==> src/rtl/rsh_pkg.sv <==
package rsh_pkg;
   localparam int RB_W = 8;
   localparam int IDX_W = RB_W - 1;
   typedef enum logic [1:0] {
      ST_HEAD,
      ST_FWD,
      ST_DROP
   } rsh_state_e;
endpackage

==> src/rtl/rsh_route_check.sv <==
module rsh_route_check #(
   parameter int NUM_PORTS = 8,
   parameter bit ODD_PARITY = 1'b1,
   localparam int SEL_W = (NUM_PORTS > 1) ? $clog2(NUM_PORTS) : 1
) (
   input  logic [rsh_pkg::RB_W-1:0] rbyte,
   output logic                     par_ok,
   output logic                     port_ok,
   output logic [SEL_W-1:0]         port
);
   import rsh_pkg::*;

   generate
      if (ODD_PARITY) begin : g_odd
         assign par_ok = ^rbyte;
      end else begin : g_even
         assign par_ok = ~^rbyte;
      end

      if (NUM_PORTS == (1 << IDX_W)) begin : g_full
         assign port_ok = 1'b1;
      end else begin : g_range
         assign port_ok = (rbyte[IDX_W-1:0] < IDX_W'(NUM_PORTS));
      end
   endgenerate

   assign port = rbyte[SEL_W-1:0];
endmodule

==> src/rtl/rsh_out_reg.sv <==
module rsh_out_reg #(
   parameter int W = 8
) (
   input  logic         clk,
   input  logic         rst_n,
   input  logic         load,
   input  logic [W-1:0] ld_data,
   input  logic         ld_sop,
   input  logic         ld_eop,
   input  logic         out_ready,
   output logic         out_valid,
   output logic [W-1:0] out_data,
   output logic         out_sop,
   output logic         out_eop,
   output logic         free
);
   assign free = !out_valid || out_ready;

   always_ff @(posedge clk or negedge rst_n) begin
      if (!rst_n) begin
         out_valid <= 1'b0;
         out_data  <= '0;
         out_sop   <= 1'b0;
         out_eop   <= 1'b0;
      end else if (load) begin
         out_valid <= 1'b1;
         out_data  <= ld_data;
         out_sop   <= ld_sop;
         out_eop   <= ld_eop;
      end else if (out_ready) begin
         out_valid <= 1'b0;
      end
   end

   // a stalled byte keeps its value and markers
   assert_hold_stable_R8: assert property (@(posedge clk) disable iff (!rst_n)
      out_valid && !out_ready |=> out_valid && $stable(out_data)
                                  && $stable(out_sop) && $stable(out_eop));
endmodule

==> src/rtl/rsh_strip_stage.sv <==
module rsh_strip_stage #(
   parameter int NUM_PORTS = 8,
   parameter bit ODD_PARITY = 1'b1,
   localparam int SEL_W = (NUM_PORTS > 1) ? $clog2(NUM_PORTS) : 1
) (
   input  logic                     clk,
   input  logic                     rst_n,
   input  logic                     in_valid,
   output logic                     in_ready,
   input  logic [rsh_pkg::RB_W-1:0] in_data,
   input  logic                     in_sop,
   input  logic                     in_eop,
   output logic                     out_valid,
   input  logic                     out_ready,
   output logic [rsh_pkg::RB_W-1:0] out_data,
   output logic                     out_sop,
   output logic                     out_eop,
   output logic                     sel_valid,
   output logic [SEL_W-1:0]         sel_port,
   output logic                     retry_req,
   output logic                     malformed
);
   import rsh_pkg::*;

   generate
      if (NUM_PORTS < 2 || NUM_PORTS > (1 << IDX_W)) begin : g_bad_ports
         $error("rsh_strip_stage: NUM_PORTS must lie in 2..128");
      end
   endgenerate

   rsh_state_e       state_q;
   logic             first_q;
   logic             par_ok, port_ok, free, accept, load;
   logic [SEL_W-1:0] dec_port;

   rsh_route_check #(.NUM_PORTS(NUM_PORTS), .ODD_PARITY(ODD_PARITY)) u_chk (
      .rbyte(in_data), .par_ok(par_ok), .port_ok(port_ok), .port(dec_port));

   rsh_out_reg #(.W(RB_W)) u_oreg (
      .clk(clk), .rst_n(rst_n), .load(load), .ld_data(in_data),
      .ld_sop(first_q), .ld_eop(in_eop), .out_ready(out_ready),
      .out_valid(out_valid), .out_data(out_data), .out_sop(out_sop),
      .out_eop(out_eop), .free(free));

   assign in_ready = (state_q == ST_FWD) ? free : 1'b1;
   assign accept   = in_valid && in_ready;
   assign load     = accept && (state_q == ST_FWD);

   always_ff @(posedge clk or negedge rst_n) begin
      if (!rst_n) begin
         state_q   <= ST_HEAD;
         first_q   <= 1'b0;
         sel_valid <= 1'b0;
         sel_port  <= '0;
         retry_req <= 1'b0;
         malformed <= 1'b0;
      end else begin
         sel_valid <= 1'b0;
         retry_req <= 1'b0;
         malformed <= 1'b0;
         if (accept) begin
            unique case (state_q)
               ST_HEAD: if (in_sop) begin
                  if (in_eop) begin
                     malformed <= 1'b1;
                  end else if (par_ok && port_ok) begin
                     sel_valid <= 1'b1;
                     sel_port  <= dec_port;
                     first_q   <= 1'b1;
                     state_q   <= ST_FWD;
                  end else begin
                     retry_req <= 1'b1;
                     state_q   <= ST_DROP;
                  end
               end
               ST_FWD: begin
                  first_q <= 1'b0;
                  if (in_eop) state_q <= ST_HEAD;
               end
               ST_DROP: if (in_eop) state_q <= ST_HEAD;
               default: state_q <= ST_HEAD;
            endcase
         end
      end
   end

   // event pulses are mutually exclusive
   assert_one_event_R10: assert property (@(posedge clk) disable iff (!rst_n)
      $onehot0({sel_valid, retry_req, malformed}));
   // port select lasts one cycle
   assert_sel_pulse_R2: assert property (@(posedge clk) disable iff (!rst_n)
      sel_valid |=> !sel_valid);
   // retry request lasts one cycle and starts a discard
   assert_retry_pulse_R4: assert property (@(posedge clk) disable iff (!rst_n)
      retry_req |-> !$past(retry_req) && state_q == ST_DROP);
   // an empty output stays empty outside forwarding
   assert_drop_silent_R5: assert property (@(posedge clk) disable iff (!rst_n)
      state_q != ST_FWD && !out_valid |=> !out_valid);
   // a stalled output blocks the input while forwarding
   assert_stall_blocks_R8: assert property (@(posedge clk) disable iff (!rst_n)
      state_q == ST_FWD && out_valid && !out_ready |-> !in_ready);
endmodule

==> config.mk <==
export PLATFORM = sky130hd
export DESIGN_NAME = rsh_strip_stage
export DESIGN_NICKNAME = d
export VERILOG_FILES = /design/src/rtl/rsh_pkg.sv /design/src/rtl/rsh_route_check.sv /design/src/rtl/rsh_out_reg.sv /design/src/rtl/rsh_strip_stage.sv
export SDC_FILE = /design/constraint.sdc
export NUM_CORES = 1
export LEC_CHECK = 0
export BUFFER_PORTS_ARGS = -buffer_cell sky130_fd_sc_hd__buf_4
export CAP_MARGIN = 0
export CORE_UTILIZATION = 52
export DETAILED_ROUTE_END_ITERATION = 12
export GPL_TIMING_DRIVEN = 0
export PLACE_DENSITY = 0.89
export RECOVER_POWER = 100
export SYNTH_ARGS = -nofsm -noshare
export SYNTH_HDL_FRONTEND = slang
export SYNTH_HIERARCHICAL = 1
export SYNTH_SLANG_ARGS = --single-unit
export TNS_END_PERCENT = 50
==> constraint.sdc <==
create_clock -name clk -period 5 [get_ports clk]
set_clock_uncertainty 0.2 [all_clocks]
set_input_delay 0.25 -clock clk [delete_from_list [all_inputs] [get_ports clk]]
set_output_delay 0.25 -clock clk [all_outputs]
set_load 0.005 [all_outputs]
==> out/metrics.yaml <==
status: "finished, final reports clean"
io_pins: 32
post-place-ws_ps: 2893
worstSetupEndpointType: "register"
path_buf_inv: 2
drive_gt1_frac: 0.3333
cp-start-kind: "input pin"
synth_fp_nets: 88
io_buffers: 31
syn_to_final_growth_pct: 32.37
fmax_mhz: 360.8
cts.clk_slew.worst_paths_ps: 100
tightestPinTransition_ps: 1018
grtUsageTotal: 0.2245
vdd_drop_max_mv: 0.2498
wl_per_cell_um: 14.86
cts_buffers: 3
r2r_end: "sel_port[2]$_DFFE_PN0P_"
coreArea_um2: 1764
cp.required_ps: 4990
post-route-drc-count: 0
routed_wl_um: 2110
grt_max_degree: 21
r2r_slack_ps: 2920
drt_iter0_markers: 8
ff2ff_path_depth: 5
dp_hpwl_um: 1361
slew_headroom: 0.3214
share_seq_of_total_power: 0.492
hold_path_depth: 3
tns_ps: 0
path_depth: 6
first_global_vias: 659
worstSetupStartpoint: "in_data[3]"
cts_buffer_depth: 2
num_vias: 726
p_int_uw: 322.2
path_cells: "dlygate4sd3_1 > buf_4 > nor4_1 > nand4b_4 > nor3_1 > mux2_4"
min_to: "u_oreg/out_valid$_DFFE_PN0P_"
viasPerCell: 5.113
cts-hold-fix-buffers: 8
cts_setup_buffers: 0
ant_nets: 0
rows: 15
cts_tree: "done"
syn_inst: 72
power.share.combinational: 0.347
crit_family: "simple AND/OR/NAND/NOR gates"
cts_num_sinks: 20
start_util: 0.5631
rsz0062_at_grt: "false"
path_class: "input pin to register"
ys_ff_latch: 20
root_buffer: "clkbuf_4"
htreeDepth: 1
crit_arrival_ps: 2760
period_share: 0.5544
yosys_warnings: 6
drtPass1Iterations: 4
synth-seq-area-share: 0.5038
drv_cap: 0
min_from: "out_ready"
p_sw_frac: 0.2929
clock_latency_ps: 290
synth_area_per_cell_um2: 13.80
clockPowerShare: 0.160
syn_area_um2: 993.5
chipWidth_um: 45.71
critPathMaxFanout: 4
final-hold-violation-count: 0
max_stage_delay_ps: 690
leakage_nw: 0.6540
period_needed_ps: 2772
die_y_um: 45.71
hp-class: "input pin to register"
cp_slowest_cell: "nor4_1"
setup_ws_ps: 2228
final_nets: 135
antenna_found_initial: 0
ys_types: 23
dieArea_um2: 2089
switchingPower_uw: 133.5
grt_overflow: 0
final_max_slew_viol_count: 0
cts_resized: 0
routabilityCongestion: 0.8049
r2r_start: "state_q[0]$_DFFE_PN0P_"
grt_pass1_wl_um: 3146
n_antenna_cell: 0
power_density_nw_per_um2: 346.5
setup_viol: 0
state kept, by name, summed over array words and instances, names as in the netlist:
signal and count:
u_oreg/out_sop 1, u_oreg/out_data 8, sel_port 3, retry_req 1, state_q 2, u_oreg/out_valid 1, sel_valid 1, first_q 1
malformed 1, u_oreg/out_eop 1
kinds of logic (layout without fill, tap and decap cells):
group	Yosys count	after routing	share of synthesized area
AND/OR/NAND/NOR	18	18	0.1348
adder cells (fa/ha/maj)	2	2	0.02518
AO/OA/AOI/OAI	4	4	0.03274
XOR/XNOR	7	7	0.06171
flip-flops	20	20	0.5038
buffers and inverters	8	53	0.04911
multiplexers	13	13	0.1927
worst max-delay path by stage:
stage	slack [ps]	endpoint
detailed placement	2890	sel_port[2]$_DFFE_PN0P_
floorplan	3150	sel_port[0]$_DFFE_PN0P_
CTS	2670	sel_port[2]$_DFFE_PN0P_
global placement	2930	sel_port[2]$_DFFE_PN0P_
global route	2210	sel_port[0]$_DFFE_PN0P_
finish	2230	sel_port[2]$_DFFE_PN0P_
area by class of cell:
type                            count  area, um^2
Multi-Input combinational cell     44       391.6
Fill cell                         127       449.2
Clock buffer                        3       22.52
Inverter                            4       15.01
Tap cell                           25       31.28
Buffer                              4       26.28
Timing Repair Buffer               42       327.8
Sequential cell                    20       500.5
cell usage in the layout, fill, tap and decap left out, types with 2 or more instances in the layout:
cell and instances:
dfrtp_1 20, clkbuf_4 19, buf_4 14, dlygate4sd3_1 11, mux2_1 9, xnor2_1 6
clkbuf_1 5, inv_1 4, nand2_1 4, nor3_1 4, nand2b_1 3, mux2_4 3
nor2b_1 2, o22ai_1 2, ha_1 2
per-layer routing:
| metal | GRT usage | up-vias | part of all wire |
|---|---|---|---|
| li1 | - | 335 | - |
| met1 | 0.2868 | 365 | 0.42 |
| met2 | 0.3714 | 22 | 0.54 |
| met3 | 0.04762 | 4 | 0.029 |
| met4 | 0.08824 | 0 | 0.011 |
| met5 | 0 | - | 0 |
tightest hold or removal path: stages:
cell and delay, ps:
buf_4 70, nand2b_1 130, nand2b_1 60
through the flow:
| stage | instance area [um^2] | total power [mW] | hold slack (ps) | std cells | util |
|---|---|---|---|---|---|
| final | 1315 | 0.4557 | 57.07 | 142 | 0.7454 |
| after global routing | 1315 | 0.4821 | 63.46 | 142 | 0.7454 |
| after CTS | 1360 | 0.4890 | 0.4651 | 139 | 0.7709 |
| after detailed placement | 1257 | 0.4070 | -60.96 | 128 | 0.7128 |
| after global placement | 1257 | 0.3993 | -63.81 | 128 | 0.7128 |
| after floorplan | 993.5 | 0.3212 | -245.6 | 72 | - |
power groups by stage:
stage	combinational (mW)	clock, mW	sequential, mW
after global placement	0.171	0	0.228
after CTS	0.183	0.0785	0.227
after global routing	0.170	0.0832	0.229
after floorplan	0.0910	0	0.230
final	0.158	0.0730	0.224
after detailed placement	0.177	0	0.230
cells in the mapped netlist (all sizes together):
cell     instances  area (um^2)
o2111a           1        11.26
dfrtp           20        500.5
nand2            5        21.27
nor4             1        6.260
buf              4        33.78
inv              4        15.01
xnor2            6        52.55
nand4            1        6.260
xor2             1        8.760
o22ai            2        12.51
nand2b           3        18.77
mux2            13        191.4
and3             1        6.260
nor3             4        31.28
nand4b           1        23.77
ha               2        25.02
a2bb2oi          1        8.760
nor2b            2        20.02
Note: power is estimated with default switching activity, not from simulation.
